<file path="config.mk">
export PLATFORM = sky130hd
export DESIGN_NAME = upd_inv_ctrl
export DESIGN_NICKNAME = d
export VERILOG_FILES = /design/src/rtl/upd_inv_pkg.sv /design/src/rtl/upd_inv_onehot.sv /design/src/rtl/upd_inv_cnt.sv /design/src/rtl/upd_inv_line.sv /design/src/rtl/upd_inv_ctrl.sv
export SDC_FILE = /design/constraint.sdc
export NUM_CORES = 1
export LEC_CHECK = 0
export ABC_AREA = 1
export BUFFER_PORTS_ARGS = -buffer_cell sky130_fd_sc_hd__buf_2
export CAP_MARGIN = 40
export CORE_MARGIN = 2
export CORE_UTILIZATION = 55
export CTS_BUF_LIST = sky130_fd_sc_hd__clkbuf_16
export DETAILED_ROUTE_END_ITERATION = 6
export MAX_ROUTING_LAYER = met4
export PLACE_DENSITY = 0.78
export SYNTH_ARGS = -nofsm -noshare
export SYNTH_HDL_FRONTEND = slang
export SYNTH_SLANG_ARGS = --single-unit
</file>
<file path="constraint.sdc">
create_clock -name clk -period 2.33 [get_ports clk]
set_clock_uncertainty 0.2 [all_clocks]
set_input_delay 0.466 -clock clk [delete_from_list [all_inputs] [get_ports clk]]
set_output_delay 0.466 -clock clk [all_outputs]
set_load 0.1 [all_outputs]
</file>
<file path="src/rtl/upd_inv_pkg.sv">
package upd_inv_pkg;
    typedef enum logic [1:0] {
        LN_INVALID  = 2'd0,
        LN_SHARED   = 2'd1,
        LN_AWAIT    = 2'd2,
        LN_MODIFIED = 2'd3
    } line_state_e;
endpackage

</file>
<file path="src/rtl/upd_inv_onehot.sv">
module upd_inv_onehot #(
    parameter int NUM_LINES = 4,
    parameter int IDX_W     = 2
) (
    input  logic                 vld,
    input  logic [IDX_W-1:0]     idx,
    output logic [NUM_LINES-1:0] hot
);
    for (genvar g = 0; g < NUM_LINES; g++) begin : g_dec
        assign hot[g] = vld && (idx == IDX_W'(g));
    end
endmodule

</file>
<file path="src/rtl/upd_inv_cnt.sv">
module upd_inv_cnt #(
    parameter int THRESH = 3
) (
    input  logic clk,
    input  logic rst_n,
    input  logic load,
    input  logic dec,
    output logic is_zero,
    output logic le_one
);
    localparam int CW = $clog2(THRESH + 1);

    logic [CW-1:0] cnt_q;

    // Reload wins over decrement; decrement saturates at zero.
    always_ff @(posedge clk or negedge rst_n) begin
        if (!rst_n) begin
            cnt_q <= '0;
        end else if (load) begin
            cnt_q <= CW'(THRESH);
        end else if (dec && (cnt_q != '0)) begin
            cnt_q <= cnt_q - CW'(1);
        end
    end

    assign is_zero = (cnt_q == '0);
    assign le_one  = (cnt_q <= CW'(1));
endmodule

</file>
<file path="src/rtl/upd_inv_line.sv">
module upd_inv_line
    import upd_inv_pkg::*;
#(
    parameter int THRESH = 3
) (
    input  logic clk,
    input  logic rst_n,
    input  logic cfg_defer,
    input  logic fill_hit,
    input  logic ref_hit,
    input  logic ref_wr,
    input  logic snp_hit,
    input  logic fdone_hit,
    input  logic odone_hit,
    input  logic shared_in,
    output logic upd_en,
    output logic inval,
    output logic shr,
    output logic bus_req,
    output logic vld,
    output logic modf
);
    line_state_e state_q, state_d;
    logic cnt_zero, cnt_le1;
    logic valid, snp_eff, ref_eff, imm_kill, def_kill;

    assign valid   = (state_q != LN_INVALID);
    assign snp_eff = snp_hit && valid && !fill_hit;
    assign ref_eff = ref_hit && valid && !fill_hit;

    upd_inv_cnt #(.THRESH(THRESH)) u_cnt (
        .clk     (clk),
        .rst_n   (rst_n),
        .load    (fill_hit || ref_eff),
        .dec     (snp_eff),
        .is_zero (cnt_zero),
        .le_one  (cnt_le1)
    );

    // State register
    always_ff @(posedge clk or negedge rst_n) begin
        if (!rst_n) state_q <= LN_INVALID;
        else        state_q <= state_d;
    end

    // Kill conditions
    always_comb begin
        imm_kill = snp_eff && !cfg_defer && cnt_zero && !ref_eff;
        def_kill = fdone_hit && cfg_defer && !shared_in && (state_q == LN_SHARED)
                   && cnt_zero && !ref_eff && !fill_hit;
    end

    // Outputs
    always_comb begin
        upd_en  = snp_eff && !imm_kill;
        inval   = imm_kill || def_kill;
        shr     = snp_eff && !imm_kill && (!cfg_defer || ref_eff || !cnt_le1);
        bus_req = ref_eff && ref_wr && ((state_q == LN_SHARED) || (state_q == LN_AWAIT));
        vld     = valid;
        modf    = (state_q == LN_MODIFIED);
    end

    // Next state
    always_comb begin
        state_d = state_q;
        if (fill_hit) begin
            state_d = LN_SHARED;
        end else begin
            unique case (state_q)
                LN_INVALID: state_d = LN_INVALID;
                LN_SHARED: begin
                    if (imm_kill || def_kill)  state_d = LN_INVALID;
                    else if (bus_req)          state_d = LN_AWAIT;
                end
                LN_AWAIT: begin
                    if (imm_kill)              state_d = LN_INVALID;
                    else if (odone_hit)        state_d = shared_in ? LN_SHARED : LN_MODIFIED;
                end
                LN_MODIFIED: begin
                    if (imm_kill)              state_d = LN_INVALID;
                    else if (snp_eff)          state_d = LN_SHARED;
                end
                default: state_d = LN_INVALID;
            endcase
        end
    end
endmodule

</file>
<file path="src/rtl/upd_inv_ctrl.sv">
module upd_inv_ctrl #(
    parameter int NUM_LINES = 4,
    parameter int THRESH    = 3,
    parameter int IDX_W     = $clog2(NUM_LINES)
) (
    input  logic                 clk,
    input  logic                 rst_n,
    input  logic                 cfg_defer,
    input  logic                 fill_vld,
    input  logic [IDX_W-1:0]     fill_idx,
    input  logic                 ref_vld,
    input  logic [IDX_W-1:0]     ref_idx,
    input  logic                 ref_write,
    input  logic                 snp_vld,
    input  logic [IDX_W-1:0]     snp_idx,
    input  logic                 done_vld,
    input  logic [IDX_W-1:0]     done_idx,
    input  logic                 done_own,
    input  logic                 shared_in,
    output logic                 shared_out,
    output logic                 bus_upd_req,
    output logic [NUM_LINES-1:0] upd_en,
    output logic [NUM_LINES-1:0] inval,
    output logic [NUM_LINES-1:0] line_vld,
    output logic [NUM_LINES-1:0] line_mod
);
    logic [NUM_LINES-1:0] fill_hot, ref_hot, snp_hot, done_hot;
    logic [NUM_LINES-1:0] shr_vec, req_vec;

    upd_inv_onehot #(.NUM_LINES(NUM_LINES), .IDX_W(IDX_W)) u_dec_fill (
        .vld(fill_vld), .idx(fill_idx), .hot(fill_hot));
    upd_inv_onehot #(.NUM_LINES(NUM_LINES), .IDX_W(IDX_W)) u_dec_ref (
        .vld(ref_vld), .idx(ref_idx), .hot(ref_hot));
    upd_inv_onehot #(.NUM_LINES(NUM_LINES), .IDX_W(IDX_W)) u_dec_snp (
        .vld(snp_vld), .idx(snp_idx), .hot(snp_hot));
    upd_inv_onehot #(.NUM_LINES(NUM_LINES), .IDX_W(IDX_W)) u_dec_done (
        .vld(done_vld), .idx(done_idx), .hot(done_hot));

    for (genvar g = 0; g < NUM_LINES; g++) begin : g_line
        upd_inv_line #(.THRESH(THRESH)) u_line (
            .clk       (clk),
            .rst_n     (rst_n),
            .cfg_defer (cfg_defer),
            .fill_hit  (fill_hot[g]),
            .ref_hit   (ref_hot[g]),
            .ref_wr    (ref_write),
            .snp_hit   (snp_hot[g]),
            .fdone_hit (done_hot[g] && !done_own),
            .odone_hit (done_hot[g] && done_own),
            .shared_in (shared_in),
            .upd_en    (upd_en[g]),
            .inval     (inval[g]),
            .shr       (shr_vec[g]),
            .bus_req   (req_vec[g]),
            .vld       (line_vld[g]),
            .modf      (line_mod[g])
        );
    end

    assign shared_out  = |shr_vec;
    assign bus_upd_req = |req_vec;
endmodule

</file>
After elaboration in Yosys (flattened, before gate mapping)

Index checks and enable logic that the tools add are counted.

Eq/ne operators: 36
Magnitude comparators: 4
$add $sub $neg: 4
Reductions and logical operators: 165
Mux-type cells: 41

Operators with widths:

| cell                                                                             | number |
|---|---|
| 1-bit logical AND                                                                | 96 |
| 2-bit two-way mux                                                                | 37 |
| 2-bit == test, second input constant                                             | 16 |
| 4-bit by 1-bit != test with 1-bit output, second input constant                  | 8 |
| 2-bit case mux with 4 select lines                                               | 4 |
| 2-bit logical NOT                                                                | 12 |
| 2-bit nonzero test                                                               | 12 |
| 1-bit logical OR                                                                 | 20 |
| 1-bit logical NOT                                                                | 19 |
| 2-bit by 1-bit == test with 1-bit output, second input constant                  | 8 |
| 4-bit by 3-bit != test with 1-bit output, second input constant                  | 4 |
| 3-bit AND reduction                                                              | 4 |
| 2-bit by 1-bit less-or-equal comparator with 1-bit output, second input constant | 4 |
| 4-bit OR reduction                                                               | 2 |
| 2-bit by 1-bit subtractor with 2-bit output, second input constant               | 4 |

Output and inout bits: 18
Word-level logic and storage cells: 258
Flip-flop bits (word level): 16
Input port bits: 18

Logic depth before layout (Yosys ltp)

Gate-level depths: netlist of the first run.

Word-level depth: 13
Gate-level depth with buffers: 13
Mapped depth without buffers: 13

By module

Synthesis of the first run repeated with hierarchy kept, for this count alone.

Cell total of the unflattened synthesis: 375
Area total of the unflattened synthesis: 2,255.9 um2

By module, submodules not included:

| module         | cells an instance | times used | seq. area each (um2) | area each (um2) |
|---|---|---|---|---|
| upd_inv_line   | 63                | 4          | 50.0                 | 379.1 |
| upd_inv_cnt    | 17                | 4          | 50.0                 | 131.4 |
| upd_inv_onehot | 8                 | 4          | 0.0                  | 30.0 |
| upd_inv_ctrl   | 23                | 1          | 0.0                  | 93.8 |

Worst setup path before layout of the first run

No wires, ideal clock.

Path type: register to output
Start: reg g_line[0].u_line.state_q[0]
End: out bus_upd_req
Data required time: 1,664 ps
Path buffers: 0
Data arrival time: 2,620 ps
Cell stages (with the launch flop): 8
Setup slack: -956 ps
Path through: dfrtp_1 inv_1 ha_1 inv_1 nand2_1 nor2_1 nand2_2 o2111ai_1

Cells in the longest elaborated chain, start to end: 6
Elaborated cells on any way between the ends: 9
Those cells by class: eq/ne (2); reduce/logical (7)

Ends and longest elaborated chain:

| element                        | line               | text |
|---|---|---|
| from (decl)                    | upd_inv_line.sv:23 | `line_state_e state_q, state_d;` |
| from (signal assigned)         | upd_inv_line.sv:43 | `else state_q <= state_d;` |
| 2-bit nonzero test             | upd_inv_line.sv:27 | `assign valid = (state_q != LN_INVALID);` |
| via g_line[0].u_line.vld       | upd_inv_line.sv:20 | `output logic vld,` |
| 1-bit logical AND (2 in a row) | upd_inv_line.sv:29 | `assign ref_eff = ref_hit && valid && !fill_hit;` |
| 1-bit logical AND (2 in a row) | upd_inv_line.sv:58 | `bus_req = ref_eff && ref_wr && ((state_q == LN_SHARED) \|\| (state_q == LN_AWAIT));` |
| 4-bit OR reduction             | upd_inv_ctrl.sv:61 | `assign bus_upd_req = \|req_vec;` |
| to (decl)                      | upd_inv_ctrl.sv:21 | `output logic bus_upd_req,` |

The timed path passes the listed nets, and every way through them passes these cells.

Worst setup path after layout of the first run

Start: reg g_line[0].u_line.state_q[1]
End: out shared_out

Cells in the longest elaborated chain, start to end: 10
Elaborated cells on any way between the ends: 15
Those cells by class: reduce/logical (15)

Ends and longest elaborated chain:

| element                        | line               | text |
|---|---|---|
| 2-bit nonzero test *           | upd_inv_line.sv:27 |  |
| 1-bit logical AND (2 in a row) | upd_inv_line.sv:28 | `assign snp_eff = snp_hit && valid && !fill_hit;` |
| 1-bit logical AND (3 in a row) | upd_inv_line.sv:48 | `imm_kill = snp_eff && !cfg_defer && cnt_zero && !ref_eff;` |
| 1-bit logical NOT              | upd_inv_line.sv:57 | `shr = snp_eff && !imm_kill && (!cfg_defer \|\| ref_eff \|\| !cnt_le1);` |
| 1-bit logical AND              | upd_inv_line.sv:57 |  |
| 1-bit logical AND *            | upd_inv_line.sv:57 |  |
| 4-bit OR reduction *           | upd_inv_ctrl.sv:60 | `assign shared_out = \|shr_vec;` |
| to (decl)                      | upd_inv_ctrl.sv:20 | `output logic shared_out,` |

Mark *: on every way between the ends. The rest lies on a longest branch, timed or not.

==> results of run 1 <==
## synthesized netlist by cell type
library cell	count	area, sq um
a21oi_1	11	55.1
buf_4	17	128
dfrtp_1	16	400
ha_1	24	300
inv_1	55	206
inv_2	6	22.5
nand2_1	86	323
nand2_2	5	31.3
nand2_4	1	11.3
nand3_1	23	115
nand3_2	5	50.1
nand3_4	2	35.0
nand3b_2	1	11.3
nand4_1	6	37.5
nand4_2	2	25.0
nand4_4	1	21.3
nor2_1	26	97.6
nor2_2	3	18.8
nor2_4	4	45.0
nor3_1	2	10.0
o2111ai_1	1	8.76
o211ai_1	5	37.5
o21ai_0	15	75.1
o21ai_1	3	15.0
xor2_1	2	17.5
## path summary, 6_finish.rpt
kind | slack [ns] | startpoint | cells after the start | endpoint
worst max register to register | 0.27 | g_line[2].u_line.state_q[1]$_DFFE_PN0P_ | 9 | g_line[2].u_line.u_cnt.cnt_q[0]$_DFFE_PN0P_
max in group asynchronous | 1.16 | rst_n | 2 | g_line[3].u_line.state_q[0]$_DFFE_PN0P_
worst max-delay path | -0.11 | g_line[0].u_line.state_q[1]$_DFFE_PN0P_ | 11 | shared_out
min in group asynchronous | 0.48 | rst_n | 2 | g_line[1].u_line.state_q[1]$_DFFE_PN0P_
worst min-delay path | 0.33 | g_line[3].u_line.u_cnt.cnt_q[1]$_DFFE_PN0P_ | 2 | g_line[3].u_line.u_cnt.cnt_q[1]$_DFFE_PN0P_
worst min register to register | 0.33 | g_line[3].u_line.u_cnt.cnt_q[1]$_DFFE_PN0P_ | 2 | g_line[3].u_line.u_cnt.cnt_q[1]$_DFFE_PN0P_
## final cells by class
cell class              instances  area (sq um)  share of cell area, %
multi-input cells             228          1610                   51.8
flip-flops and latches         16           400                   12.9
well taps                      48          60.1                   1.94
inverters                      61           231                   7.46
repair buffers                 87           729                   23.5
clock buffers                   3          75.1                   2.42
## worst max-delay path: stages, from the launching register on
cell	delay [ns]
dfrtp_1	0.36
inv_2	0.06
ha_4	0.16
inv_4	0.07
nand3_4	0.09
nor2_4	0.15
nand3_4	0.09
nand2_2	0.08
inv_2	0.05
nand2_2	0.06
nand4_1	0.16
buf_12	0.21
## metal layers
metal  up-vias  GRT usage [%]
met4         0           9.38
met1      1156           37.0
met3        17           5.14
met5         -              -
li1       1157              -
met2       119           52.9
## registers in the layout (all words and copies together) (netlist names)
name	flops
g_line.u_line.state_q	8
g_line.u_line.u_cnt.cnt_q	8
## cell families after synthesis
family	after synthesis	share of synthesized area (%)
simple gates	167	39.7
buf+inv	78	17.0
compound gates	35	9.12
fa+ha+maj	24	14.3
flops	16	19.1
xor+xnor	2	0.835
## power by group through the flow
| stage | Sequential (mW) | Combinational, mW | Clock [mW] |
|---|---|---|---|
| global placement | 0.349 | 0.412 | 0 |
| floorplan | 0.349 | 0.308 | 0 |
| finish | 0.351 | 0.531 | 0.339 |
| global route | 0.357 | 0.582 | 0.357 |
| detailed placement | 0.352 | 0.429 | 0 |
| CTS | 0.348 | 0.469 | 0.337 |
## cells in the final DEF, fill, tap and decap left out, types with 10 or more instances in the layout
cell type   n
buf_12     10
buf_2      25
buf_4      48
dfrtp_1    16
ha_1       14
inv_1      38
inv_2      22
nand2_1    73
nand2_2    16
nand3_1    20
nor2_1     14
nor2_2     11
o21ai_0    15
## timing repair
action | CTS | global route
cloned | 0 | 0
hold endpoints to repair | 16 | 0
endpoints found under the setup margin | 10 | 10
gates resized for setup | 48 | 28
hold buffers | 1 | 0
buffers inserted | 15 | 8
pin swaps | 19 | 19
## metrics by stage
stage,hold slack (ns),worst slack [ns],utilization [%],setup TNS (ns)
3_3_place_gp,0.208,0.0539,71.1,0
3_5_place_dp,0.222,0.0362,71.1,0
2_1_floorplan,-0.0296,-0.411,-,-0.689
5_1_grt,0.367,-0.188,84.7,-0.655
4_1_cts,0.326,-0.0850,80.7,-0.136
6_report,0.329,-0.115,84.7,-0.163
==> flow_summary.ini, run 1 <==
[status]
outcome = complete, but fails checks
violations = setup timing

[power]
power.switching_uw = 479
p_per_area_nw_per_um2 = 394
ir_worst_vdd_v = 0.000378
intPower_uw = 742
p_clk_share_pct = 27.7
leakage_nw = 1.61
p_comb_share_pct = 43.5
sw_frac_of_total_pct = 39.2
power_mw = 1.22
seq_power_share_pct = 28.7

[yosys]
syn-num-nets = 364
yosysWarnings = 0
synthCells = 322
synth_area_sq_um = 2100
syn_area_per_cell_sq_um = 6.52
yosysSeqAreaShare_pct = 19.1
synth_seq_cells = 16
yosysUniqueCellTypes = 25

[setup_path]
crit_path_start_kind = flop
endpoint_kind = output port
crit_required_ns = 1.66
arrival_ns = 1.78
critPathKind = reg2out
critPathMaxFanout = 3

[global_routing]
grt_pass1_wl_mm = 10.1
antenna_found_initial = 0
overflow = 0
grt_pass1_vias = 2368
grt_start_max_net_pins = 17
track_usage_pct = 30.8

[die]
dieArea_sq_um = 4330
die_w_um = 65.8
ioPinCount = 36
die_h_um = 65.8
num_rows = 22
core-area_sq_um = 3660
initial_utilization_pct = 57.3

[timing]
post-route-min-period_ns = 2.44
tightest_slew_ns = 0.487
timing.slew.headroom_pct = 67.8
clock.fmax_mhz = 409
hold_viol = 0
setup_ws_ns = -0.115
slew_viol_final = 0
rsz0062_at_grt = yes
setup_violations = 3
fin_crit_sh_pct = 105

[drt]
top_layer = met4
dr_wl_met3_um = 540
wl_met2_mm = 3.38
totalWireLength_mm = 6.67
drc = 0
met1_length_mm = 2.59
num_vias = 2449
ant_nets = 0
drt_iter0_drc = 138
via_per_inst = 5.53
firstDrtPassIters = 5
avgRoutedWirePerCell_um = 15.0

[clock_tree]
clock_path_buffers = 2
cts.sink_count = 16
clk-insertion-delay-late_ns = 0.25
clk_pin_slew_ns = 0.05
cts-root-buf = clkbuf_16
h-tree-depth = 1
tritoncts = built
numCtsBuffers = 3

[place]
placed_cell_area_sq_um = 2600
dpl.cell_count = 418
place_hpwl_mm = 4.36
place.gp.congestion = 0.852
io_buffers = 35

[final_layout]
fillerInstances = 193
finalNetCount = 439
stdcell_area_sq_um = 3100
layout-drive-gt1-share_pct = 45.6
instances_no_fill = 443
area_growth_pct = 47.8
diodes = 0

[flow_run]
max_cap_viol_count = 0

[worst_hold_path]
hp-class = reg2reg
No activity file was read; power rests on OpenSTA's default activity.
==> inputs of run 2 (changes only) <==
--- a/config.mk
+++ b/config.mk
@@ -5,7 +5,6 @@
 export SDC_FILE = /design/constraint.sdc
 export NUM_CORES = 1
 export LEC_CHECK = 0
-export ABC_AREA = 1
 export BUFFER_PORTS_ARGS = -buffer_cell sky130_fd_sc_hd__buf_2
 export CAP_MARGIN = 40
 export CORE_MARGIN = 2
@@ -13,7 +12,7 @@
 export CTS_BUF_LIST = sky130_fd_sc_hd__clkbuf_16
 export DETAILED_ROUTE_END_ITERATION = 6
 export MAX_ROUTING_LAYER = met4
-export PLACE_DENSITY = 0.78
+export PLACE_DENSITY = 0.79
 export SYNTH_ARGS = -nofsm -noshare
 export SYNTH_HDL_FRONTEND = slang
 export SYNTH_SLANG_ARGS = --single-unit
==> run 2 against run 1 <==
  * The flow still finishes with violations (setup timing)
  * Power decreased by 18%
  * Sequential cell count unchanged
  * Fmax is 9.2% lower
  * Clock power grew 6.5%
  * Non-clock buffer count up 13
  * Critical path depth is 2 lower
  * Via count up 3.7%
  * Worst setup slack worse by 0.25 ns
==> flow_summary.ini, run 2 <==
[timing]
post-route-min-period_ns = 2.69
hold_viol = 0
fin_crit_sh_pct = 116
tightest_slew_ns = 0.541
clock.fmax_mhz = 371
slew_viol_final = 0
timing.slew.headroom_pct = 63.6
rsz0062_at_grt = yes
setup_violations = 15
setup_ws_ns = -0.362

[die]
core-area_sq_um = 3360
initial_utilization_pct = 58.0
die_h_um = 63.6
dieArea_sq_um = 4040
num_rows = 21
ioPinCount = 36
die_w_um = 63.6

[yosys]
post-synth-top-area-cell = dfrtp_1
synthFlopType = dfrtp_1
synth_compound_area_share_pct = 17.8
synthCells = 237
yosysSeqAreaShare_pct = 20.5
synth_top_family_by_area = simple AND/OR/NAND/NOR gates
synth_seq_cells = 16
syn_area_per_cell_sq_um = 8.23
synthTopCellsByArea = dfrtp_1, ha_1, buf_4, inv_1, nand2b_1
synthXorXnorAreaFrac_pct = 1.35
synthMuxAreaShare_pct = 4.30
synthSimpleGateAreaFrac_pct = 29.6
ys_top_cells_by_count = ha_1, inv_1, nor2_1, buf_4, dfrtp_1
yosysWarnings = 0
synth_edf_count = 0
synth_area_sq_um = 1950
yosysMostFrequentCell = ha_1
async_flop_share_pct = 100
synth_fa_ha_area_share_pct = 15.4
syn-num-nets = 279
yosysUniqueCellTypes = 52
synth_top_cell_area_share_pct = 20.5

[setup_path]
crit_required_ns = 1.66
r2r_start = g_line[0].u_line.state_q[1]$_DFFE_PN0P_
cpMaxStageDelayCell = dfrtp_1
path_cells = inv_2 -> ha_4 -> buf_6 -> nor4b_4 -> nand2_2 -> nor2_4 -> a31oi_4 -> a31oi_4 -> buf_12
cpPeakStageDelay_ns = 0.38
cp_num_buf_inv = 3
arrival_ns = 2.03
endpoint_kind = output port
startpoint = g_line[0].u_line.state_q[1]$_DFFE_PN0P_
path_common_cell = a31oi_4
cp_top_family = simple AND/OR/NAND/NOR gates
critPathKind = reg2out
crit_path_start_kind = flop
critPathMaxFanout = 4

[drt]
drt_iter0_drc = 367
totalWireLength_mm = 8.53
num_vias = 2539
drc = 0
avgRoutedWirePerCell_um = 23.2
ant_nets = 0
firstDrtPassIters = 5
via_per_inst = 6.90

[flow_run]
max_cap_viol_count = 0

[status]
violations = setup timing
outcome = complete, but fails checks

[final_layout]
mostFrequentLayoutCells = buf_4, buf_2, ha_1, dfrtp_1
multi_input_area_sq_um = 1590
finalNetCount = 365
fillerInstances = 141
final_common_cell = buf_4
layout-drive-gt1-share_pct = 48.4
area_growth_pct = 55.8
diodes = 0
regArea_sq_um = 400
reg.largest.list = g_line.u_line.state_q: 8 flops, g_line.u_line.u_cnt.cnt_q: 8 flops

[power]
leakage_nw = 1.45
power_uw = 997
ir_worst_vdd_v = 0.000439
p_per_area_nw_per_um2 = 328

[place]
pre_cts_ws_ns = -0.148
io_buffers = 35
place_hpwl_mm = 4.26
place.gp.congestion = 0.947

[clock_tree]
h-tree-depth = 1
tritoncts = built
clock_path_buffers = 2
clk_pin_slew_ns = 0.06
numCtsBuffers = 3
clk-insertion-delay-late_ns = 0.25
cts-root-buf = clkbuf_16
cts.sink_count = 16

[worst_hold_path]
min_from = g_line[1].u_line.u_cnt.cnt_q[1]$_DFFE_PN0P_
hp-class = reg2reg

[global_routing]
track_usage_pct = 38.9
antenna_found_initial = 0
overflow = 0
grt_pass1_vias = 2385
grt_pass1_wl_mm = 11.7
grt_start_max_net_pins = 17
[run 2: where the power goes]
part	switching [mW]	internal, mW
clock network	0.132	0.229
registers	0.0149	0.296
logic	0.197	0.127
total	0.344	0.653
[run 2: worst paths after layout]
path	end	slack (ns)	depth (start not counted)
max in group asynchronous	g_line[3].u_line.u_cnt.cnt_q[0]$_DFFE_PN0P_	1.15	2
min in group asynchronous	g_line[0].u_line.u_cnt.cnt_q[0]$_DFFE_PN0P_	0.48	2
worst max register to register	g_line[0].u_line.state_q[0]$_DFFE_PN0P_	-0.27	10
worst max-delay path	bus_upd_req	-0.36	9
worst min register to register	g_line[1].u_line.u_cnt.cnt_q[1]$_DFFE_PN0P_	0.36	2
worst min-delay path	g_line[1].u_line.u_cnt.cnt_q[1]$_DFFE_PN0P_	0.36	2
[run 2: repair_timing]
| item | CTS | global route |
|---|---|---|
| hold buffers | 1 | 0 |
| endpoints found under the hold margin | 16 | 0 |
| endpoints found under the setup margin | 14 | 18 |
| gates resized for setup | 31 | 25 |
| buffers inserted | 13 | 11 |
| pin swaps | 16 | 20 |
| cloned | 0 | 0 |
[run 2: area by class of cell]
| class | count | share of cell area (%) |
|---|---|---|
| tap | 46 | 1.89 |
| inverter | 22 | 2.72 |
| clock buffer | 3 | 2.47 |
| timing repair buffer | 100 | 27.5 |
| multi-input combinational | 180 | 52.2 |
| sequential | 16 | 13.2 |
| clock inverter | 1 | 0.124 |
[run 2: through the flow]
stage          hold WS [ns]  std cells  TNS (ns)  area, sq um  utilization, %
2_1_floorplan       -0.0296        237    -0.563         2020               -
3_3_place_gp          0.215        340    -0.305         2560            76.1
3_5_place_dp          0.214        340    -0.477         2560            76.1
4_1_cts               0.337        358     -1.47         2860            85.0
5_1_grt               0.391        368     -3.19         3040            90.4
6_report              0.358        368     -2.51         3040            90.4
[run 2: logic make-up after synthesis]
kind of cell / after synthesis
muxes: 8
buffers and inverters: 41
adders and majority gates: 24
xor gates and xnor gates: 3
DFF: 16
and+or+nand+nor: 94
AOI/OAI and AO/OA: 51
[run 2: routing by layer]
metal / wire length (um) / share of wire (%) / vias up / track usage (%)
met3: 805 / 9.4 / 120 / 8.39
li1: - / - / 1011 / -
met2: 3900 / 46 / 238 / 65.8
met5: 0 / 0 / - / -
met1: 2950 / 35 / 1170 / 39.7
met4: 875 / 10 / 0 / 27.4
[run 2: tightest hold or removal path: cells and delay by family, from the launching register on]
family | cells | cell delay [ns]
AO/OA/AOI/OAI | 1 | 0.11
flip-flops | 1 | 0.35
AND/OR/NAND/NOR | 1 | 0.06
